$ cat src/rtl/uirq_pkg.sv
`timescale 1ns/1ps
package uirq_pkg;

    localparam int REG_W  = 8;
    localparam int SRC_N  = 3;
    localparam int CODE_W = 4;

    // enable bit positions (decoded by the bus register file)
    localparam int EN_RXD  = 0;
    localparam int EN_THRE = 1;
    localparam int EN_LINE = 2;

    // line-status bit positions
    localparam int LS_DR   = 0;
    localparam int LS_OVR  = 1;
    localparam int LS_THRE = 5;
    localparam int LS_TEMT = 6;

    typedef enum logic [CODE_W-1:0] {
        ID_NONE = 4'h1,
        ID_THRE = 4'h2,
        ID_RXD  = 4'h4,
        ID_LINE = 4'h6
    } iid_e;

    typedef struct packed {
        logic line;
        logic rxd;
        logic thre;
    } src_t;

    function automatic iid_e pick_code(input src_t s);
        if (s.line)      return ID_LINE;
        else if (s.rxd)  return ID_RXD;
        else if (s.thre) return ID_THRE;
        else             return ID_NONE;
    endfunction

    function automatic logic [REG_W-1:0] pack_iir(input iid_e c, input logic fifo);
        logic [REG_W-1:0] v;
        v = '0;
        v[CODE_W-1:0] = c;
        v[REG_W-1:REG_W-2] = {2{fifo}};
        return v;
    endfunction

endpackage

$ cat src/rtl/uirq_ovr_track.sv
`timescale 1ns/1ps
module uirq_ovr_track (
    input  logic clk,
    input  logic rst,
    input  logic evt_i,
    input  logic rd_clr_i,
    output logic flag_o
);
    logic flag_q;

    always_ff @(posedge clk) begin
        if (rst)
            flag_q <= 1'b0;
        else if (evt_i)
            flag_q <= 1'b1;
        else if (rd_clr_i)
            flag_q <= 1'b0;
    end

    assign flag_o = flag_q;
endmodule

$ cat src/rtl/uirq_thre_track.sv
`timescale 1ns/1ps
module uirq_thre_track (
    input  logic clk,
    input  logic rst,
    input  logic empty_i,
    input  logic rd_clr_i,
    output logic pend_o
);
    logic empty_q;
    logic pend_q;
    logic rise;

    assign rise = empty_i & ~empty_q;

    always_ff @(posedge clk) begin
        if (rst) begin
            empty_q <= 1'b0;
            pend_q  <= 1'b0;
        end else begin
            empty_q <= empty_i;
            if (rise)
                pend_q <= 1'b1;
            else if (!empty_i || rd_clr_i)
                pend_q <= 1'b0;
        end
    end

    assign pend_o = pend_q & empty_i;
endmodule

$ cat src/rtl/uirq_resolve.sv
`timescale 1ns/1ps
module uirq_resolve
    import uirq_pkg::*;
(
    input  src_t                raw_i,
    input  logic [SRC_N-1:0]    en_i,
    input  logic                fifo_i,
    output iid_e                code_o,
    output logic [REG_W-1:0]    iir_o,
    output logic                irq_o
);
    src_t gated;

    always_comb begin
        gated.line = raw_i.line & en_i[EN_LINE];
        gated.rxd  = raw_i.rxd  & en_i[EN_RXD];
        gated.thre = raw_i.thre & en_i[EN_THRE];
        code_o     = pick_code(gated);
        iir_o      = pack_iir(code_o, fifo_i);
        irq_o      = |gated;
    end
endmodule

$ cat src/rtl/uart_intid_lsr.sv
`timescale 1ns/1ps
module uart_intid_lsr
    import uirq_pkg::*;
(
    input  logic             clk,
    input  logic             rst,
    input  logic [2:0]       ier_i,
    input  logic             fifo_en_i,
    input  logic             rx_avail_i,
    input  logic             rx_nonempty_i,
    input  logic             thr_empty_i,
    input  logic             tsr_empty_i,
    input  logic             ovr_evt_i,
    input  logic             rd_iir_i,
    input  logic             rd_lsr_i,
    output logic [7:0]       iir_o,
    output logic [7:0]       lsr_o,
    output logic             irq_o
);
    logic ovr_flag;
    logic thre_pend;
    logic thre_clr;
    iid_e cur_code;
    src_t raw;

    uirq_ovr_track u_ovr (
        .clk      (clk),
        .rst      (rst),
        .evt_i    (ovr_evt_i),
        .rd_clr_i (rd_lsr_i),
        .flag_o   (ovr_flag)
    );

    // clear only when the read actually observed the transmit-empty code
    assign thre_clr = rd_iir_i & (cur_code == ID_THRE);

    uirq_thre_track u_thre (
        .clk      (clk),
        .rst      (rst),
        .empty_i  (thr_empty_i),
        .rd_clr_i (thre_clr),
        .pend_o   (thre_pend)
    );

    always_comb begin
        raw.line = ovr_flag;
        raw.rxd  = rx_avail_i;
        raw.thre = thre_pend;
    end

    uirq_resolve u_res (
        .raw_i  (raw),
        .en_i   (ier_i),
        .fifo_i (fifo_en_i),
        .code_o (cur_code),
        .iir_o  (iir_o),
        .irq_o  (irq_o)
    );

    always_comb begin
        lsr_o          = '0;
        lsr_o[LS_DR]   = rx_nonempty_i;
        lsr_o[LS_OVR]  = ovr_flag;
        lsr_o[LS_THRE] = thr_empty_i;
        lsr_o[LS_TEMT] = thr_empty_i & tsr_empty_i;
    end
endmodule

$ cat config.mk
export PLATFORM = sky130hd
export DESIGN_NAME = uart_intid_lsr
export DESIGN_NICKNAME = d
export VERILOG_FILES = /design/src/rtl/uirq_pkg.sv /design/src/rtl/uirq_ovr_track.sv /design/src/rtl/uirq_thre_track.sv /design/src/rtl/uirq_resolve.sv /design/src/rtl/uart_intid_lsr.sv
export SDC_FILE = /design/constraint.sdc
export NUM_CORES = 1
export LEC_CHECK = 0
export BUFFER_PORTS_ARGS = -buffer_cell sky130_fd_sc_hd__buf_2
export CAP_MARGIN = 20
export CORE_AREA = 2 2 39 41
export CTS_CLUSTER_DIAMETER = 50
export DETAILED_ROUTE_END_ITERATION = 8
export DIE_AREA = 0 0 41 43
export PLACE_DENSITY = 0.53
export SLEW_MARGIN = 20
export SYNTH_ARGS = -nofsm -noshare
export SYNTH_HDL_FRONTEND = slang
export SYNTH_SLANG_ARGS = --single-unit
$ cat constraint.sdc
create_clock -name clk -period 2.92 [get_ports clk]
set_clock_uncertainty 0.2 [all_clocks]
set_input_delay 0.146 -clock clk [delete_from_list [all_inputs] [get_ports clk]]
set_output_delay 0.146 -clock clk [all_outputs]
set_load 0.03 [all_outputs]
==> impl_results.md, run 1 <==
* CTS tree: done
* Chip Width at 41 um
* Gr usage total at 5.73%
* Synth top area share at 36.2%
* Rows at 14
* Hold_ws at 0.0190 ns
* Power Total at 0.169 mW
* Synth Area in XOR/XNOR at 0%
* Crit path launch type: input pin
* RR Endpoint: u_ovr.flag_o
* Hold Crit Depth at 2
* Cell mode on critical path: dlygate4sd3_1
* Initial antenna violation count at 0
* Gpl congestion at 0.610
* Most frequent cell after synthesis: buf_4
* Status: completed
* Dpl cells at 59
* FF+latch count, synth at 3
* Clock latency on the worst-skew pair at 0.23 ns
* # resized after CTS at 0
* CP endpoint kind: register
* Crit path required time at 2.89 ns
* Synth top area cells: buf_4 (36%), dfxtp_1 (24%), a22oi_2 (5.0%)
* Fin util at 24.1%
* Final min period at 1.48 ns
* EDFF count, synth at 0
* Total CTS buffers at 3
* Fin cells at 65
* Multi-input gate area at 110 um^2
* Crit Path Class: input pin to register
* Vias at 222
* Area of the die at 1760 um^2
* Crit path max-delay family: buffers and inverters
* Post-route ant nets at 0
* PnR worst setup slack at 1.44 ns
* Global-route wire length before repair at 607 um
* Mapped Area at 249 um^2
* DRC viols at 0
* Antenna diodes at 0
* Initial DRC count at 2
* Launch point of the worst path: rst
* Setup tns final at 0 ns
* Adder-Cell Fraction of Synth Area at 0%
* Main flop type after synthesis: dfxtp_1
* Compound-Gate Fraction of Synth Area at 13.6%
* Slowest stage delay, CP at 0.55 ns
* Root buffer cell: clkbuf_4
* Dpl ws at 1.69 ns
* Reg-to-Reg Start: u_ovr.flag_o
* Syn_area_per_cell at 7.78 um^2
* Simple-Gate Fraction of Synth Area at 20.1%
* Die H at 43 um
* Final worst path period share at 50.7%
* WL/cell at 7.38 um
* Max VDD drop at 174 uV
* Sequential element share of the synthesized area at 24.1%
* I/O pin count at 30
* Largest net degree at the start of global routing at 5
* WP depth at 4
* Yosys warning count at 0
* WP data arrival at 1.45 ns
* Nets at 63
* Power Density at 507 nW/um^2
* Max-cap viol count at 0
* Buffers added on ports at 17
* TritonRoute pass-1 iters at 2
* Core box area at 1380 um^2
* Fillers at 164
* Max Freq at 676 MHz
* Synthesized instance count at 32
* Slew Viols, Final at 0
* Clock Tree Buf Depth at 2
* Vias in the first global route at 168
* Dpl hpwl at 417 um
* Starting Density at 18.0%
* Layout Area Growth over Synthesis at 33.7%
* GRT Residual Overflow at 0
* HP Class: input pin to register
* Fraction of registers with async set/reset at 0%
* Share of layout cells above drive strength 1 at 46.9%
* Final hold violations at 0
* Reg2reg setup slack at 1.52 ns
* Placed Area at 287 um^2
* Detailed Route WL at 480 um
* CP Capture Point: u_ovr.flag_o
* Worst path bufs/invs at 3
* Synth cell count leaders: buf_4 (12), dfxtp_1 (3)
* Clk slew on worst S/H paths at 0.04 ns
* Critical-path maximum fanout at 2
* Post-synthesis mux area share at 0%
* Pleak at 0.183 nW
* H-tree Lvls at 1
* Sink Count at 3
* Post-CTS Setup Inserts at 0
* Worst R2R Path Depth at 3
* Register area at 60.1 um^2
* RSZ-0062 raised after global routing: no
* Slowest CP cell: dlygate4sd3_1
* Netlist cell types at 15
* Mean number of vias per cell at 3.42
* Final setup fails at 0
* Cells along the critical path: dlygate4sd3_1 > buf_2 > a21oi_1 > dlygate4sd3_1
* Synth area leader: buf_4
* Largest family of logic cells by synthesized area: buffers and inverters
* Final instance area at 333 um^2
==> state kept, by name, summed over array words and instances, names as in the netlist <==
| name | flops |
|---|---|
| u_thre.pend_q | 1 |
| u_thre.empty_q | 1 |
| u_ovr.flag_o | 1 |
==> final cells by class <==
type / instances / area share [%]
Inverter: 3 / 3.38
Tap cell: 16 / 6.02
Clock buffer: 4 / 7.89
Sequential cell: 3 / 18.0
Multi-Input combinational cell: 20 / 33.1
Timing Repair Buffer: 19 / 31.6
==> routing by layer <==
| layer | up-vias | wire length, um | part of all wire [%] | track usage, % |
|---|---|---|---|---|
| met5 | - | 0 | 0 | 0 |
| met4 | 0 | 0 | 0 | 2.67 |
| met3 | 0 | 80 | 17 | 6.28 |
| met2 | 16 | 219 | 46 | 7.81 |
| met1 | 90 | 179 | 37 | 5.18 |
| li1 | 116 | - | - | - |
==> placed cells by master (no fill, tap or decap), types with 2 or more instances in the layout <==
cell type,instances
inv_1,2
clkbuf_4,3
and2_1,2
dfxtp_1,3
nand2_1,2
buf_2,17
dlygate4sd3_1,2
conb_1,7
nand3_1,2
==> where the power goes <==
group | switching (mW) | internal [mW] | total, mW
logic | 0.0353 | 0.0162 | 0.0515
clock network | 0.0205 | 0.0512 | 0.0717
registers | 0.00169 | 0.0437 | 0.0454
total | 0.0575 | 0.111 | 0.169
==> logic make-up (layout without fill, tap and decap cells) <==
logic type      after synthesis  count (layout)
compound gates                4               4
buf+inv                      15              26
flops                         3               3
other cells                   1               7
simple gates                  9               9
==> how the worst min path moves through the flow <==
stage / startpoint / endpoint / slack [ns]
floorplan: rst / u_ovr.flag_o / 0.02
global placement: rx_nonempty_i / lsr_o[0] / 0.09
detailed placement: rx_nonempty_i / lsr_o[0] / 0.09
CTS: thr_empty_i / u_thre.empty_q / 0.01
global route: thr_empty_i / u_thre.empty_q / 0.03
finish: thr_empty_i / u_thre.empty_q / 0.02
==> timing repair <==
action,in CTS,in global routing
endpoints found under the hold margin,2,0
setup endpoints to repair,0,0
hold buffers,2,0
Note: power is estimated with default switching activity, not from simulation.
==> inputs of run 2 (changes only) <==
PLACE_DENSITY = 0.55   (was 0.53)
clock period = 1.3 ns   (was 2.92 ns; I/O delays follow)
==> run 2 against run 1 <==
Against the previous run: the flow now finishes with violations (negative setup slack); die area unchanged; critical path depth shrank 1; count of clock-buffer cells in the layout is the same; clock power increased by 140%; non-clock buffer count grew 7; first-iteration DRC count rose to 3.0 times the previous value; combinational power grew to 3.1 times the previous value; global-route usage grew 1.9 points; final cell count up 11%; sequential cell count did not move; worst setup slack got worse by 1.5 ns; routed wire length increased by 18%; largest cell class is now non-clock buffers; largest power group unchanged.
==> impl_results.md, run 2 (synthesis gave the netlist of run 1 again) <==
* Status: finished with violations (was completed)
* Failing checks: negative setup slack
* Most frequent cells in the layout: buf_2 (13), dlygate4sd3_1 (8), conb_1 (7) (was buf_2 (17), conb_1 (7), clkbuf_4 (3), dfxtp_1 (3))
* Largest net degree at the start of global routing at 5 (unchanged)
* Worst R2R Path Depth at 3 (unchanged)
* Launch point of the worst path: u_ovr.flag_o (was rst)
* Antenna diodes at 0 (unchanged)
* CP endpoint kind: primary output (was register)
* RSZ-0062 raised after global routing: yes (was no)
* Mean number of vias per cell at 3.67 (was 3.42)
* WP data arrival at 1.06 ns (was 1.45 ns)
* Root buffer cell: clkbuf_4 (unchanged)
* CP Capture Point: iir_o[0] (was u_ovr.flag_o)
* Fillers at 160 (was 164)
* Sw Share at 35.8% (was 34.1%)
* Final min period at 1.32 ns
* TritonRoute pass-1 iters at 4 (was 2)
* Detailed Route WL at 567 um (was 480 um)
* Clock Tree Buf Depth at 2 (unchanged)
* Final setup fails at 1 (was 0)
* Starting Density at 18.0% (unchanged)
* Chip Width at 41 um (unchanged)
* Total CTS buffers at 3 (unchanged)
* Slew margin rel. at 60.6%
* Setup tns final at -0.0246 ns (was 0 ns)
* Vias in the first global route at 233 (was 168)
* Max-cap viol count at 0 (unchanged)
* DRC viols at 0 (unchanged)
* Initial DRC count at 6 (was 2)
* Vias at 264 (was 222)
* Crit path required time at 1.03 ns (was 2.89 ns)
* Gr usage total at 7.63% (was 5.73%)
* Initial antenna violation count at 0 (unchanged)
* Comb pwr share at 37.1% (was 30.6%)
* Clk network pwr share at 39.3% (was 42.5%)
* WL/cell at 7.88 um (was 7.38 um)
* P_sw at 0.154 mW (was 0.0575 mW)
* Sink Count at 3 (unchanged)
* Post-route ant nets at 0 (unchanged)
* Critical-path maximum fanout at 3 (was 2)
* Dpl hpwl at 430 um (was 417 um)
* Crit path launch type: register (was input pin)
* Global-route wire length before repair at 834 um (was 607 um)
* Rows at 14 (unchanged)
* I/O pin count at 30 (unchanged)
* Commonest non-fill, non-tap cell in the layout: buf_2 (unchanged)
* Area of the die at 1760 um^2 (unchanged)
* Layout Area Growth over Synthesis at 72.4% (was 33.7%)
* Clk slew on worst S/H paths at 0.04 ns (about the same)
* CTS tree: done (unchanged)
* Fin util at 31.0% (was 24.1%)
* Core box area at 1380 um^2 (unchanged)
* Final worst path period share at 102%
* Reg-to-Reg Start: u_ovr.flag_o (unchanged)
* Clock latency on the worst-skew pair at 0.24 ns (was 0.23 ns)
* Final hold violations at 0 (unchanged)
* GRT Residual Overflow at 0 (unchanged)
* Power Density at 1000 nW/um^2 (was 507 nW/um^2)
* RR Endpoint: u_thre.pend_q (was u_ovr.flag_o)
* Share of layout cells above drive strength 1 at 46.4% (was 46.9%)
* Reg2reg setup slack at 0.18 ns (was 1.52 ns)
* Pleak at 0.221 nW (was 0.183 nW)
* Crit Path Class: register to primary output (was input pin to register)
* Max VDD drop at 327 uV (was 174 uV)
* HP Class: input pin to register (unchanged)
* Nets at 70 (was 63)
* Gpl congestion at 0.641 (was 0.610)
* Die H at 43 um (unchanged)
* Slew @ Worst Pin at 0.590 ns
* Pint at 0.277 mW (was 0.111 mW)
* Dpl ws at 0.149 ns (was 1.69 ns)
* Buffers added on ports at 17 (unchanged)
* Max Freq at 755 MHz
* PnR worst setup slack at -0.0246 ns (was 1.44 ns)
* H-tree Lvls at 1 (unchanged)
* Sequential power share at 23.6% (was 26.9%)
* Slew Viols, Final at 0 (unchanged)
## run 2: repair_timing
action | CTS | global route
endpoints found under the hold margin | 6 | 0
setup buffers | 1 | 0
pin swaps | 2 | 4
endpoints found under the setup margin | 3 | 4
gates resized for setup | 7 | 4
hold buffers | 8 | 0
## run 2: worst max-delay path, stage by stage, from the launching register on
cell and delay [ns]:
dfxtp_2 0.31, a22oi_2 0.21, and2_4 0.18, buf_6 0.12
## run 2: routing by layer
| metal | up-vias | routed length, um | GRT usage (%) |
|---|---|---|---|
| met3 | 0 | 90 | 7.85 |
| met5 | - | 0 | 0 |
| met2 | 21 | 275 | 11.3 |
| met1 | 112 | 201 | 7.07 |
| met4 | 0 | 0 | 2.00 |
| li1 | 131 | - | - |
## run 2: layout make-up
type                       instances  area (um^2)  area share (%)
timing repair buffer              26          194            45.2
multi-input combinational         20          116            27.1
sequential                         3         61.3            14.3
clock buffer                       4         26.3            6.12
tap                               16         20.0            4.66
inverter                           3         11.3            2.62
## run 2: worst min-delay path by stage
stage                        from       endpoint  slack, ns  cells after the start
floorplan                     rst   u_ovr.flag_o      -0.07                      1
global placement    rx_nonempty_i       lsr_o[0]      -0.07                      0
detailed placement  rx_nonempty_i       lsr_o[0]      -0.07                      0
CTS                      ier_i[0]  u_thre.pend_q       0.04                      4
global route             ier_i[0]  u_thre.pend_q       0.09                      4
finish                   ier_i[0]  u_thre.pend_q       0.06                      4
## run 2: power by group through the flow
stage	clock network, mW	logic (mW)	registers (mW)
after detailed placement	0	0.112	0.104
after global placement	0	0.112	0.103
after floorplan	0	0.117	0.103
final	0.169	0.160	0.102
after CTS	0.177	0.156	0.101
after global routing	0.187	0.171	0.102
## run 2: metrics by stage
step | hold slack, ns | instance area, um^2 | power (mW) | std cells
after floorplan | -0.0659 | 272 | 0.219 | 38
after global placement | -0.0698 | 287 | 0.215 | 59
after detailed placement | -0.0698 | 287 | 0.216 | 59
after CTS | 0.0441 | 418 | 0.434 | 72
after global routing | 0.0900 | 429 | 0.460 | 72
final | 0.0587 | 429 | 0.431 | 72
==> inputs of run 3 (changes only) <==
CAP_MARGIN = default   (was 20)
CELL_PAD_IN_SITES_DETAIL_PLACEMENT = 1   (was default)
CELL_PAD_IN_SITES_GLOBAL_PLACEMENT = 2   (was default)
CORE_AREA = default   (was 2 2 39 41)
CORE_ASPECT_RATIO = 0.7   (was default)
CORE_UTILIZATION = 11   (was default)
DIE_AREA = default   (was 0 0 41 43)
PLACE_DENSITY = 0.68   (was 0.55)
==> run 3 against run 2 <==
Against the previous run: critical endpoint is now irq_o; cell area up 4.4%; worst hold slack lost 0.042 ns; combinational power barely moved; the flow now finishes without violations; sequential power barely moved; maximum frequency grew 2.5%; sequential cell count unchanged; die area grew 40%; routed wire length rose by 12%; final cell count is 22% higher; clock power fell by 5%; non-clock buffer count did not move.
==> impl_results.md, run 3 (synthesis gave the netlist of run 1 again) <==
* Clock latency on the worst-skew pair at 0.23 ns (was 0.24 ns)
* Area of the die at 2460 um^2 (was 1760 um^2)
* Share of layout cells above drive strength 1 at 50.0% (was 46.4%)
* TritonRoute pass-1 iters at 1 (was 4)
* Fin util at 21.0% (was 31.0%)
* Gr usage total at 5.78% (was 7.63%)
* Die H at 41.8 um (was 43 um)
* Final setup fails at 0 (was 1)
* Fin cells at 88 (was 72)
* Post-route ant nets at 0 (unchanged)
* Power Total at 0.424 mW (was 0.431 mW)
* Rows at 14 (unchanged)
* Dpl cells at 75 (was 59)
* Vias in the first global route at 271 (was 233)
* Crit Path Class: register to primary output (unchanged)
* Initial DRC count at 0 (was 6)
* Clk slew on worst S/H paths at 0.04 ns (about the same)
* Max Freq at 774 MHz (was 755 MHz)
* WL/cell at 7.24 um (was 7.88 um)
* Global-route wire length before repair at 986 um (was 834 um)
* Core box area at 2140 um^2 (was 1380 um^2)
* Buffers added on ports at 17 (unchanged)
* RSZ-0062 raised after global routing: yes (unchanged)
* Slowest CP cell: dfxtp_2 (unchanged)
* Final worst path period share at 99.4% (was 102%)
* Most frequent cells in the layout: buf_2 (13), conb_1 (7), dlygate4sd3_1 (7) (was buf_2 (13), dlygate4sd3_1 (8), conb_1 (7))
* Slew margin rel. at 60.6% (about the same)
* Antenna diodes at 0 (unchanged)
* Layout Area Growth over Synthesis at 79.9% (was 72.4%)
* Crit path required time at 1.03 ns (about the same)
* Critical-path maximum fanout at 2 (was 3)
* Clock Tree Buf Depth at 2 (unchanged)
* Mean number of vias per cell at 3.06 (was 3.67)
* Commonest non-fill, non-tap cell in the layout: buf_2 (unchanged)
* Slowest stage delay, CP at 0.31 ns (about the same)
* Chip Width at 58.9 um (was 41 um)
* Slew Viols, Final at 0 (unchanged)
* Dpl ws at 0.132 ns (was 0.149 ns)
* PnR worst setup slack at 0.00765 ns (was -0.0246 ns)
* WP data arrival at 1.03 ns (was 1.06 ns)
* Crit path launch type: register (unchanged)
* Max-cap viol count at 0 (unchanged)
* H-tree Lvls at 1 (unchanged)
* Power Density at 947 nW/um^2 (was 1000 nW/um^2)
* Gpl congestion at 0.572 (was 0.641)
* Setup tns final at 0 ns (was -0.0246 ns)
* DRC viols at 0 (unchanged)
* Slew @ Worst Pin at 0.589 ns (was 0.590 ns)
* Hold_ws at 0.0171 ns (was 0.0587 ns)
* Largest net degree at the start of global routing at 5 (unchanged)
* Starting Density at 11.7% (was 18.0%)
* Nets at 70 (unchanged)
* CTS tree: done (unchanged)
* Final min period at 1.29 ns (was 1.32 ns)
* Initial antenna violation count at 0 (unchanged)
* Root buffer cell: clkbuf_4 (unchanged)
* Pleak at 0.220 nW (was 0.221 nW)
* Fillers at 270 (was 160)
* I/O pin count at 30 (unchanged)
* Dpl hpwl at 494 um (was 430 um)
* Max VDD drop at 169 uV (was 327 uV)
* Final hold violations at 0 (unchanged)
* Cells along the critical path: a22oi_2 > buf_4 > nand2_2 > buf_6 (was a22oi_2 > and2_4 > buf_6)
* Status: completed (was finished with violations)
* Placed Area at 307 um^2 (was 287 um^2)
* GRT Residual Overflow at 0 (unchanged)
* Vias at 269 (was 264)
* HP Class: input pin to register (unchanged)
* Total CTS buffers at 3 (unchanged)
* CP endpoint kind: primary output (unchanged)
* Detailed Route WL at 637 um (was 567 um)
* Sink Count at 3 (unchanged)
* Final instance area at 448 um^2 (was 429 um^2)
-- run 3: critical path: cells and delay by family, from the launching register on --
family | cells | cell delay (ns)
flip-flops | 1 | 0.31
AND/OR/NAND/NOR | 1 | 0.04
AO/OA/AOI/OAI | 1 | 0.16
buffers and inverters | 2 | 0.28
-- run 3: final cells by class --
class | count | area (um^2) | area share (%)
well taps | 32 | 40.0 | 8.94
flip-flops and latches | 3 | 61.3 | 13.7
clock buffers | 4 | 26.3 | 5.87
multi-input cells | 20 | 118 | 26.3
repair buffers | 26 | 191 | 42.7
inverters | 3 | 11.3 | 2.51
-- run 3: layer usage --
layer  up-vias  wire (um)  GRT usage [%]
met5         -          0              0
met4         0          0           7.14
met3         0         40          0.935
met2        10        391           10.9
met1       128        205           4.36
li1        131          -              -
-- run 3: what timing repair did --
item,in CTS,in global routing
pin swaps,3,1
gates resized for setup,10,0
setup endpoints to repair,3,4
hold buffers,7,0
buffers inserted,2,0
endpoints found under the hold margin,6,0
-- run 3: power breakdown --
part	leakage [nW]	switching, mW	internal [mW]
Combinational	0.179	0.0995	0.0627
Sequential	0.0252	0.00337	0.0986
Clock	0.0150	0.0451	0.115
-- run 3: worst paths after layout --
check	start	to	slack, ns	cells past startpoint
setup reg to reg	u_ovr.flag_o	u_thre.pend_q	0.11	4
hold reg to reg	u_thre.pend_q	u_thre.pend_q	0.35	1
setup / recovery	u_ovr.flag_o	irq_o	0.008	4
hold / removal	ier_i[1]	u_thre.pend_q	0.02	3
